### src/rtl/pbg_pkg.sv
package pbg_pkg;
  localparam int ACC_W = 32;
  localparam int CNT_W = 32;

  typedef struct packed {
    logic             oneshot;
    logic [ACC_W-1:0] incr;
    logic [CNT_W-1:0] count;
  } seg_t;

  localparam int SEG_W = $bits(seg_t);

  // Next accumulator value; one-shot mode advances only while the top bit is set.
  function automatic logic [ACC_W-1:0] phase_step(input logic [ACC_W-1:0] acc,
                                                  input logic [ACC_W-1:0] incr,
                                                  input logic             oneshot);
    if (oneshot && !acc[ACC_W-1]) return acc;
    return acc + incr;
  endfunction

  // Starting phase for a freshly loaded segment.
  function automatic logic [ACC_W-1:0] start_phase(input logic oneshot);
    return oneshot ? {1'b1, {(ACC_W-1){1'b0}}} : '0;
  endfunction
endpackage

### src/rtl/pbg_fifo.sv
module pbg_fifo #(
  parameter int DEPTH = 4,
  parameter int W     = 8
) (
  input  logic         clk,
  input  logic         rst_n,
  input  logic         push,
  input  logic [W-1:0] wdata,
  input  logic         pop,
  output logic [W-1:0] rdata,
  output logic         empty,
  output logic         full
);
  localparam int PW = (DEPTH > 1) ? $clog2(DEPTH) : 1;
  localparam int CW = $clog2(DEPTH + 1);

  logic [W-1:0]  mem [DEPTH];
  logic [PW-1:0] wr_ptr, rd_ptr;
  logic [CW-1:0] cnt;
  logic          do_push, do_pop;

  assign empty   = (cnt == '0);
  assign full    = (cnt == CW'(DEPTH));
  assign do_push = push && !full;
  assign do_pop  = pop && !empty;
  assign rdata   = mem[rd_ptr];

  function automatic logic [PW-1:0] bump(input logic [PW-1:0] p);
    return (p == PW'(DEPTH - 1)) ? '0 : p + 1'b1;
  endfunction

  always_ff @(posedge clk) begin
    if (!rst_n) begin
      wr_ptr <= '0;
      rd_ptr <= '0;
      cnt    <= '0;
    end else begin
      if (do_push) wr_ptr <= bump(wr_ptr);
      if (do_pop)  rd_ptr <= bump(rd_ptr);
      case ({do_push, do_pop})
        2'b10:   cnt <= cnt + 1'b1;
        2'b01:   cnt <= cnt - 1'b1;
        default: cnt <= cnt;
      endcase
    end
  end

  always_ff @(posedge clk) begin
    if (do_push) mem[wr_ptr] <= wdata;
  end

  // a full queue stays full until something is taken out
  p_no_overflow_r9: assert property (@(posedge clk) disable iff (!rst_n)
    (full && !pop) |=> full);
  p_no_underflow_r9: assert property (@(posedge clk) disable iff (!rst_n)
    (empty && !push) |=> empty);
endmodule

### src/rtl/pbg_engine.sv
module pbg_engine
  import pbg_pkg::*;
(
  input  logic clk,
  input  logic rst_n,
  input  logic q_empty,
  input  seg_t q_head,
  output logic q_pop,
  output logic running,
  output logic pulse,
  output logic seg_err
);
  typedef enum logic {ST_IDLE, ST_RUN} st_t;

  st_t              st;
  logic [ACC_W-1:0] acc, acc_nxt, incr;
  logic [CNT_W-1:0] remain;
  logic             oneshot;

  // named internal events
  logic rise_ev, fall_ev, seg_end, take_seg, zero_cnt, zero_inc;

  always_comb begin
    acc_nxt  = phase_step(acc, incr, oneshot);
    rise_ev  = (st == ST_RUN) && !acc[ACC_W-1] &&  acc_nxt[ACC_W-1];
    fall_ev  = (st == ST_RUN) &&  acc[ACC_W-1] && !acc_nxt[ACC_W-1];
    seg_end  = fall_ev && (oneshot || remain == '0);
    q_pop    = (st == ST_IDLE) && !q_empty;
    zero_cnt = (q_head.count == '0);
    zero_inc = (q_head.incr == '0);
    take_seg = q_pop && !zero_cnt && !zero_inc;
  end

  assign running = (st == ST_RUN);
  assign pulse   = acc[ACC_W-1];

  always_ff @(posedge clk) begin
    if (!rst_n) begin
      st      <= ST_IDLE;
      acc     <= '0;
      incr    <= '0;
      remain  <= '0;
      oneshot <= 1'b0;
      seg_err <= 1'b0;
    end else begin
      seg_err <= q_pop && !zero_cnt && zero_inc;
      case (st)
        ST_IDLE: begin
          if (take_seg) begin
            st      <= ST_RUN;
            incr    <= q_head.incr;
            remain  <= q_head.count;
            oneshot <= q_head.oneshot;
            acc     <= start_phase(q_head.oneshot);
          end
        end
        default: begin
          if (rise_ev) remain <= remain - 1'b1;
          if (seg_end) begin
            st  <= ST_IDLE;
            acc <= '0;
          end else begin
            acc <= acc_nxt;
          end
        end
      endcase
    end
  end

  // once the count is used up, no further pulse may start
  p_no_extra_r2: assert property (@(posedge clk) disable iff (!rst_n)
    (running && !oneshot && remain == '0) |-> !rise_ev);
  // a one-shot segment never sees a low-to-high crossing
  p_oneshot_single_r6: assert property (@(posedge clk) disable iff (!rst_n)
    (running && oneshot) |-> !rise_ev);
  // an error strobe follows a pop made while idle
  p_err_from_idle_r8: assert property (@(posedge clk) disable iff (!rst_n)
    q_pop && !zero_cnt && zero_inc |=> seg_err && !running);
  // a closing segment leaves the accumulator at zero
  p_clean_close_r5: assert property (@(posedge clk) disable iff (!rst_n)
    seg_end |=> (acc == '0) && !running);
endmodule

### src/rtl/pulse_burst_gen.sv
module pulse_burst_gen
  import pbg_pkg::*;
#(
  parameter int QDEPTH = 4
) (
  input  logic        clk,
  input  logic        rst_n,
  input  logic        seg_valid,
  output logic        seg_ready,
  input  logic [31:0] seg_count,
  input  logic [31:0] seg_incr,
  input  logic        seg_oneshot,
  output logic        pulse_out,
  output logic        busy,
  output logic        done,
  output logic        seg_err
);
  seg_t in_seg, head;
  logic q_empty, q_full, q_pop, running, accept;

  assign in_seg    = '{oneshot: seg_oneshot, incr: seg_incr, count: seg_count};
  assign seg_ready = !q_full;
  assign accept    = seg_valid && seg_ready;
  assign busy      = !q_empty || running;

  pbg_fifo #(.DEPTH(QDEPTH), .W(SEG_W)) u_fifo (
    .clk   (clk),
    .rst_n (rst_n),
    .push  (accept),
    .wdata (in_seg),
    .pop   (q_pop),
    .rdata (head),
    .empty (q_empty),
    .full  (q_full)
  );

  pbg_engine u_eng (
    .clk     (clk),
    .rst_n   (rst_n),
    .q_empty (q_empty),
    .q_head  (head),
    .q_pop   (q_pop),
    .running (running),
    .pulse   (pulse_out),
    .seg_err (seg_err)
  );

  always_ff @(posedge clk) begin
    if (!rst_n)      done <= 1'b1;
    else if (accept) done <= 1'b0;
    else if (!busy)  done <= 1'b1;
  end

  // the output rests low whenever nothing is queued or playing
  p_idle_low_r4: assert property (@(posedge clk) disable iff (!rst_n)
    !busy |-> !pulse_out);
  // done and busy are never high together
  p_done_idle_r10: assert property (@(posedge clk) disable iff (!rst_n)
    done |-> !busy);
  // an accepted segment makes the block busy on the next cycle
  p_accept_busy_r10: assert property (@(posedge clk) disable iff (!rst_n)
    accept |=> busy && !done);
endmodule

### config.mk
export PLATFORM = sky130hd
export DESIGN_NAME = pulse_burst_gen
export DESIGN_NICKNAME = d
export VERILOG_FILES = /design/src/rtl/pbg_pkg.sv /design/src/rtl/pbg_fifo.sv /design/src/rtl/pbg_engine.sv /design/src/rtl/pulse_burst_gen.sv
export SDC_FILE = /design/constraint.sdc
export NUM_CORES = 1
export LEC_CHECK = 0
export BUFFER_PORTS_ARGS = -buffer_cell sky130_fd_sc_hd__clkbuf_2
export CORE_MARGIN = 8
export CORE_UTILIZATION = 48
export DETAILED_ROUTE_END_ITERATION = 10
export SYNTH_ARGS = -nofsm -noshare
export SYNTH_HDL_FRONTEND = slang
export SYNTH_HIERARCHICAL = 1
export SYNTH_SLANG_ARGS = --single-unit
export TNS_END_PERCENT = 50
### constraint.sdc
create_clock -name clk -period 5.65 [get_ports clk]
set_input_delay 0.2825 -clock clk [delete_from_list [all_inputs] [get_ports clk]]
set_output_delay 0.2825 -clock clk [all_outputs]
set_load 0.005 [all_outputs]
## Word level (Yosys, flattened, before mapping)

Memories as Yosys holds them, arrays and structs flattened. A register that Yosys moved wholly into a read port is not among the register bits.
Cells that the tools add are included.

| word-level totals | value |
|---|---|
| bits in registers | 107 |
| bits in latches | 0 |
| RAM bits | 260 |
| ROM bits | 0 |
| input bits | 68 |
| output and inout bits | 5 |
| logic and storage cells | 79 |
| memories | 1 |

Memory list:

| memory | depth | bits a word | read ports | clocked after Yosys merged registers in | write ports | RTL line | text |
|---|---|---|---|---|---|---|---|
| u_fifo.mem | 4 | 65 | 1 | 1 | 1 | pbg_fifo.sv:17 | `logic [W-1:0] mem [DEPTH];` |

| operators by class | value |
|---|---|
| add/subtract/negate cells | 6 |
| multiply operators | 0 |
| divide/modulo/power cells | 0 |
| $lt $le $gt $ge | 0 |
| equality and inequality tests | 8 |
| shift-type cells | 0 |
| muxes and demuxes | 22 |
| bitwise gates (word level) | 1 |
| reduce and logical (&&, ||, !) cells | 30 |

Operators with widths:

| operator | count |
|---|---|
| $mux 32 | 9 |
| $logic_not 32->1 | 3 |
| $add 32x32->32 | 1 |
| $sub 32x1->32 const B | 1 |
| $logic_and 1x1->1 | 13 |
| $mux 1 | 8 |
| $mux 2 | 4 |
| $eq 2x2->1 const B | 3 |
| $logic_not 1->1 | 6 |
| $pmux 3 s2 | 1 |
| $reduce_and 2->1 | 3 |
| $add 2x1->2 const B | 2 |
| $ne 4x4->1 const B | 1 |
| $reduce_bool 2->1 | 2 |
| $add 3x1->3 const B | 1 |
| $eq 3x3->1 const B | 1 |
| $logic_not 3->1 | 1 |
| $sub 3x1->3 const B | 1 |
| $eq 2x1->1 const B | 1 |
| $logic_or 1x1->1 | 2 |
| $ne 2x1->1 const B | 1 |
| $ne 2x2->1 const B | 1 |
| $not 1->1 | 1 |

## Longest topological paths before layout

| depth | value |
|---|---|
| depth in word-level cells | 9 |
| gate-level depth with buffers | 12 |
| gate-level depth less buffers | 10 |

## By module

Netlist, hierarchy kept.

By module, submodules not included:

| module | instances | cells an instance | area an instance (um2) | seq. area each (um2) |
|---|---|---|---|---|
| pbg_fifo | 1 | 395 | 9918.3 | 7987.7 |
| pbg_engine | 1 | 809 | 6507.5 | 1981.9 |
| pulse_burst_gen | 1 | 6 | 50.0 | 20.0 |

## Worst setup path after synthesis

Ideal clock, no wire load.

| path | value |
|---|---|
| path kind | reg2reg |
| start | register (tool-made name) |
| end | register u_eng.remain[30] |
| library setup time | 0.119 ns |
| data arrival time | 2.940 ns |
| data required time | 5.531 ns |
| slack | 2.591 ns |
| stages on the path, launching flop included | 12 |
| path buffers | 3 |
| clock period less this slack | 3.059 ns |
| cell sequence | dfxtp_1 > buf_6 > buf_12 > mux4_2 > nor4_1 > nand2_1 > nor4_1 > nor2_1 > a41oi_2 > buf_6 > a21oi_1 > o221a_2 |

RTL lines:

| what | RTL line | text |
|---|---|---|
| to (signal assigned) | pbg_engine.sv:52 | `remain <= q_head.count;` |
| to (signal assigned) | pbg_engine.sv:58 | `if (rise_ev) remain <= remain - 1'b1;` |
| to (decl) | pbg_engine.sv:17 | `logic [CNT_W-1:0] remain;` |

==> flow_summary.toml <==
[pwr]
ir_drop_uv = 294.4
p_leak_nw = 6.709
pwr-share-clk_pct = 26.2
p_seq_share_pct = 39.9
pwr-share-comb_pct = 33.9
power_density_nw_per_um2 = 502.1
switchingPower_mw = 3.240
p_int_mw = 6.344
power.switching_fraction_pct = 33.81

[synth]
yosys.area_share.simple_pct = 10.72
synth_top_family_by_area = "multiplexers"
synth_area_leaders = "edfxtp_1 (47%), dfxtp_1 (13%), mux4_2 (8.9%)"
synth_fa_ha_area_share_pct = 3.205
async_reset_ff_share_pct = 0
ys.flop_type = "edfxtp_1"
yosysWarningCount = 6
ys_types = 74
yosysTopAreaCell = "edfxtp_1"
yosysSeqAreaShare_pct = 60.63
syn_area_per_cell_sq_um = 13.62
synthesis.nets = 1319
synthXorXnorAreaFrac_pct = 0.9569
netlist_instances = 1210
synth_mux_area_share_pct = 11.34
synthDominantCellAreaShare_pct = 47.39
synth-edff-count = 260
netlist_area_sq_um = 16480
synth_compound_area_share_pct = 10.19
synth-seq-cells = 369

[sta]
setup_tns_ns = 0
rsz0062_at_grt = "false"
skew_ns = 0.01773
min_period_over_period_pct = 79.78
timing.final.max_slew_violations = 0
tightest_slew_ns = 1.044
hold_viol = 0
setup_viol = 0
max_clock_freq_ghz = 0.2219
slew_headroom_pct = 30.37
fin_crit_ns = 4.507

[critical_path]
worst_setup_path_start_kind = "register"
regToRegSetupSlack_ns = 1.14
critPathMostFrequentCell = "nor4_1"
cp_cell_sequence = "mux4_2 -> nor4_1 -> nand2_1 -> nor4_1 -> nor2_4 -> a41oi_4 -> buf_4 -> o21ai_0 -> o311a_1"
worst_path_max_delay_cell = "a41oi_4"
crit_fanout = 32
slowest_delay_ns = 0.81
critPathKind = "register to register"
cp_data_arrival_time_ns = 4.92
cp_data_required_time_ns = 6.06
cp-end-kind = "register"

[detailed_routing]
vias = 10210
avgViaCountPerCell = 5.599
met2_length_um = 17300
wl_met1_um = 15440
wl_per_cell_um = 19.01
top_layer_used = "met4"
drt-initial-drc-count = 643
routed_wirelength_um = 34670
drc_errors = 0
firstDrtPassIters = 5
wl_met3_um = 1371
ant_nets = 0

[floorplan]
rows = 68
die_h_um = 201.3
dieArea_sq_um = 40510
start_util_pct = 48.17
die_w_um = 201.3
ios = 73
core-area_sq_um = 34200

[clocking]
clkLatencyLatePin_ns = 0.53
cts_resized = 0
cts_buffers = 39
post-cts-setup-buffers = 0
cts.sinks = 369
cts_root_buf = "clkbuf_16"
path_clk_slew_ns = 0.06
cts_tree = "built"
htreeDepth = 2
clockBufferDepth = 3

[min_path]
hp-class = "input pin to register"

[global_route]
track_usage_pct = 17.10
antenna_found_initial = 0
gr-total-overflow = 0
grt_max_degree = 85
grt_pass1_vias = 10350
grt_pass1_wl_um = 56430

[cells_and_area]
drive_gt1_share_pct = 18.33
antenna_cells = 0
area_delta_synth_final_pct = 15.85
fin_util_pct = 55.81
layout.nets = 1449
fillers = 2844

[flow_run]
cap_violations = 0

[place]
io_buffers = 72
gp_congestion = 0.8265
dp_hpwl_um = 22800

[status]
status = "finished, final reports clean"
synthesized netlist by cell type (15+ instances only):
cell      instances
a21o_1           15
nand3_1          21
a21oi_1          52
mux4_2           65
clkbuf_1         29
buf_2            16
nor2_1           47
nor2b_1          59
a22oi_1          17
o22ai_1          20
o21ai_0          38
nor3_1           22
mux2i_1          37
dfxtp_1         109
nand2_1          99
inv_1            32
ha_1             39
edfxtp_1        260
nor4_1           20
per-layer routing:
layer | vias up | GRT usage, %
met5 | - | 0
met4 | 0 | 4.018
met3 | 49 | 2.991
met2 | 185 | 29.60
met1 | 5035 | 22.18
li1 | 4943 | -
worst max-delay path, delay by kind of cell, from the launching register on:
kind,cells,cell delay (ns)
AND/OR/NAND/NOR,4,1.60
AO/OA/AOI/OAI,3,1.05
flip-flops,1,0.78
multiplexers,1,0.61
buffers and inverters,1,0.32
area by class of cell:
cell class              count  area (sq um)  share of cell area [%]
multi-input cells         750          6032                   31.60
flip-flops and latches    369          9998                   52.38
repair buffers            148          1096                   5.742
inverters                  32         120.1                  0.6293
clock inverters            16         136.4                  0.7145
well taps                 455         569.3                   2.983
clock buffers              54          1135                   5.946
cells by family (layout without fill, tap and decap cells):
group	after synthesis	count (layout)
XOR/XNOR	18	18
AND/OR/NAND/NOR	340	340
buffers and inverters	91	250
adder cells (fa/ha/maj)	41	41
multiplexers	105	105
flip-flops	369	369
AO/OA/AOI/OAI	246	246
worst paths after layout:
| kind | from | to | cells past startpoint |
|---|---|---|---|
| setup / recovery | register | u_eng/remain[0] | 9 |
| hold / removal | seg_incr[3] | u_fifo/mem[3][35] | 1 |
| setup reg to reg | register | u_eng/remain[0] | 9 |
| hold reg to reg | u_eng/acc[24] | u_eng/acc[24] | 2 |
through the flow:
stage | cell area (sq um) | hold slack (ns) | setup slack, ns | cells | total power [mW]
2_1_floorplan | 16480 | 0.3814 | 2.591 | 1210 | 6.365
3_3_place_gp | 17220 | 0.4403 | 1.155 | 1694 | 7.079
3_5_place_dp | 17220 | 0.4557 | 1.105 | 1694 | 7.107
4_1_cts | 19080 | 0.004600 | 1.081 | 1823 | 9.673
5_1_grt | 19090 | 0.01033 | 0.7441 | 1824 | 10.16
6_report | 19090 | 0.01531 | 1.143 | 1824 | 9.583
cell usage in the layout, fill, tap and decap left out, drive strengths merged, types with 37 or more instances in the layout:
| cell type | instances |
|---|---|
| edfxtp | 260 |
| clkbuf | 125 |
| dfxtp | 109 |
| nand2 | 99 |
| mux4 | 65 |
| dlygate4sd3 | 60 |
| nor2b | 59 |
| a21oi | 55 |
| nor2 | 47 |
| o21ai | 44 |
| ha | 39 |
| mux2i | 37 |
state kept, by name (all words and copies together), names as in the netlist, named ones only:
register	count
done	1
u_eng/acc	32
u_eng/incr	32
u_eng/oneshot	1
u_eng/remain	32
u_eng/running	1
u_eng/seg_err	1
u_fifo/cnt	3
u_fifo/mem	260
u_fifo/rd_ptr	2
u_fifo/wr_ptr	2
power by group through the flow:
stage          Sequential, mW  Combinational [mW]  Clock (mW)
2_1_floorplan            3.70                2.67           0
5_1_grt                  3.89                3.59        2.68
3_5_place_dp             3.88                3.22           0
3_3_place_gp             3.88                3.20           0
6_report                 3.83                3.25        2.51
4_1_cts                  3.83                3.27        2.57
what timing repair did:
action                                  in CTS  in global routing
hold endpoints to repair                   236                  3
hold buffers                                59                  1
endpoints found under the setup margin       0                  0
No activity file was read; power rests on OpenSTA's default activity.
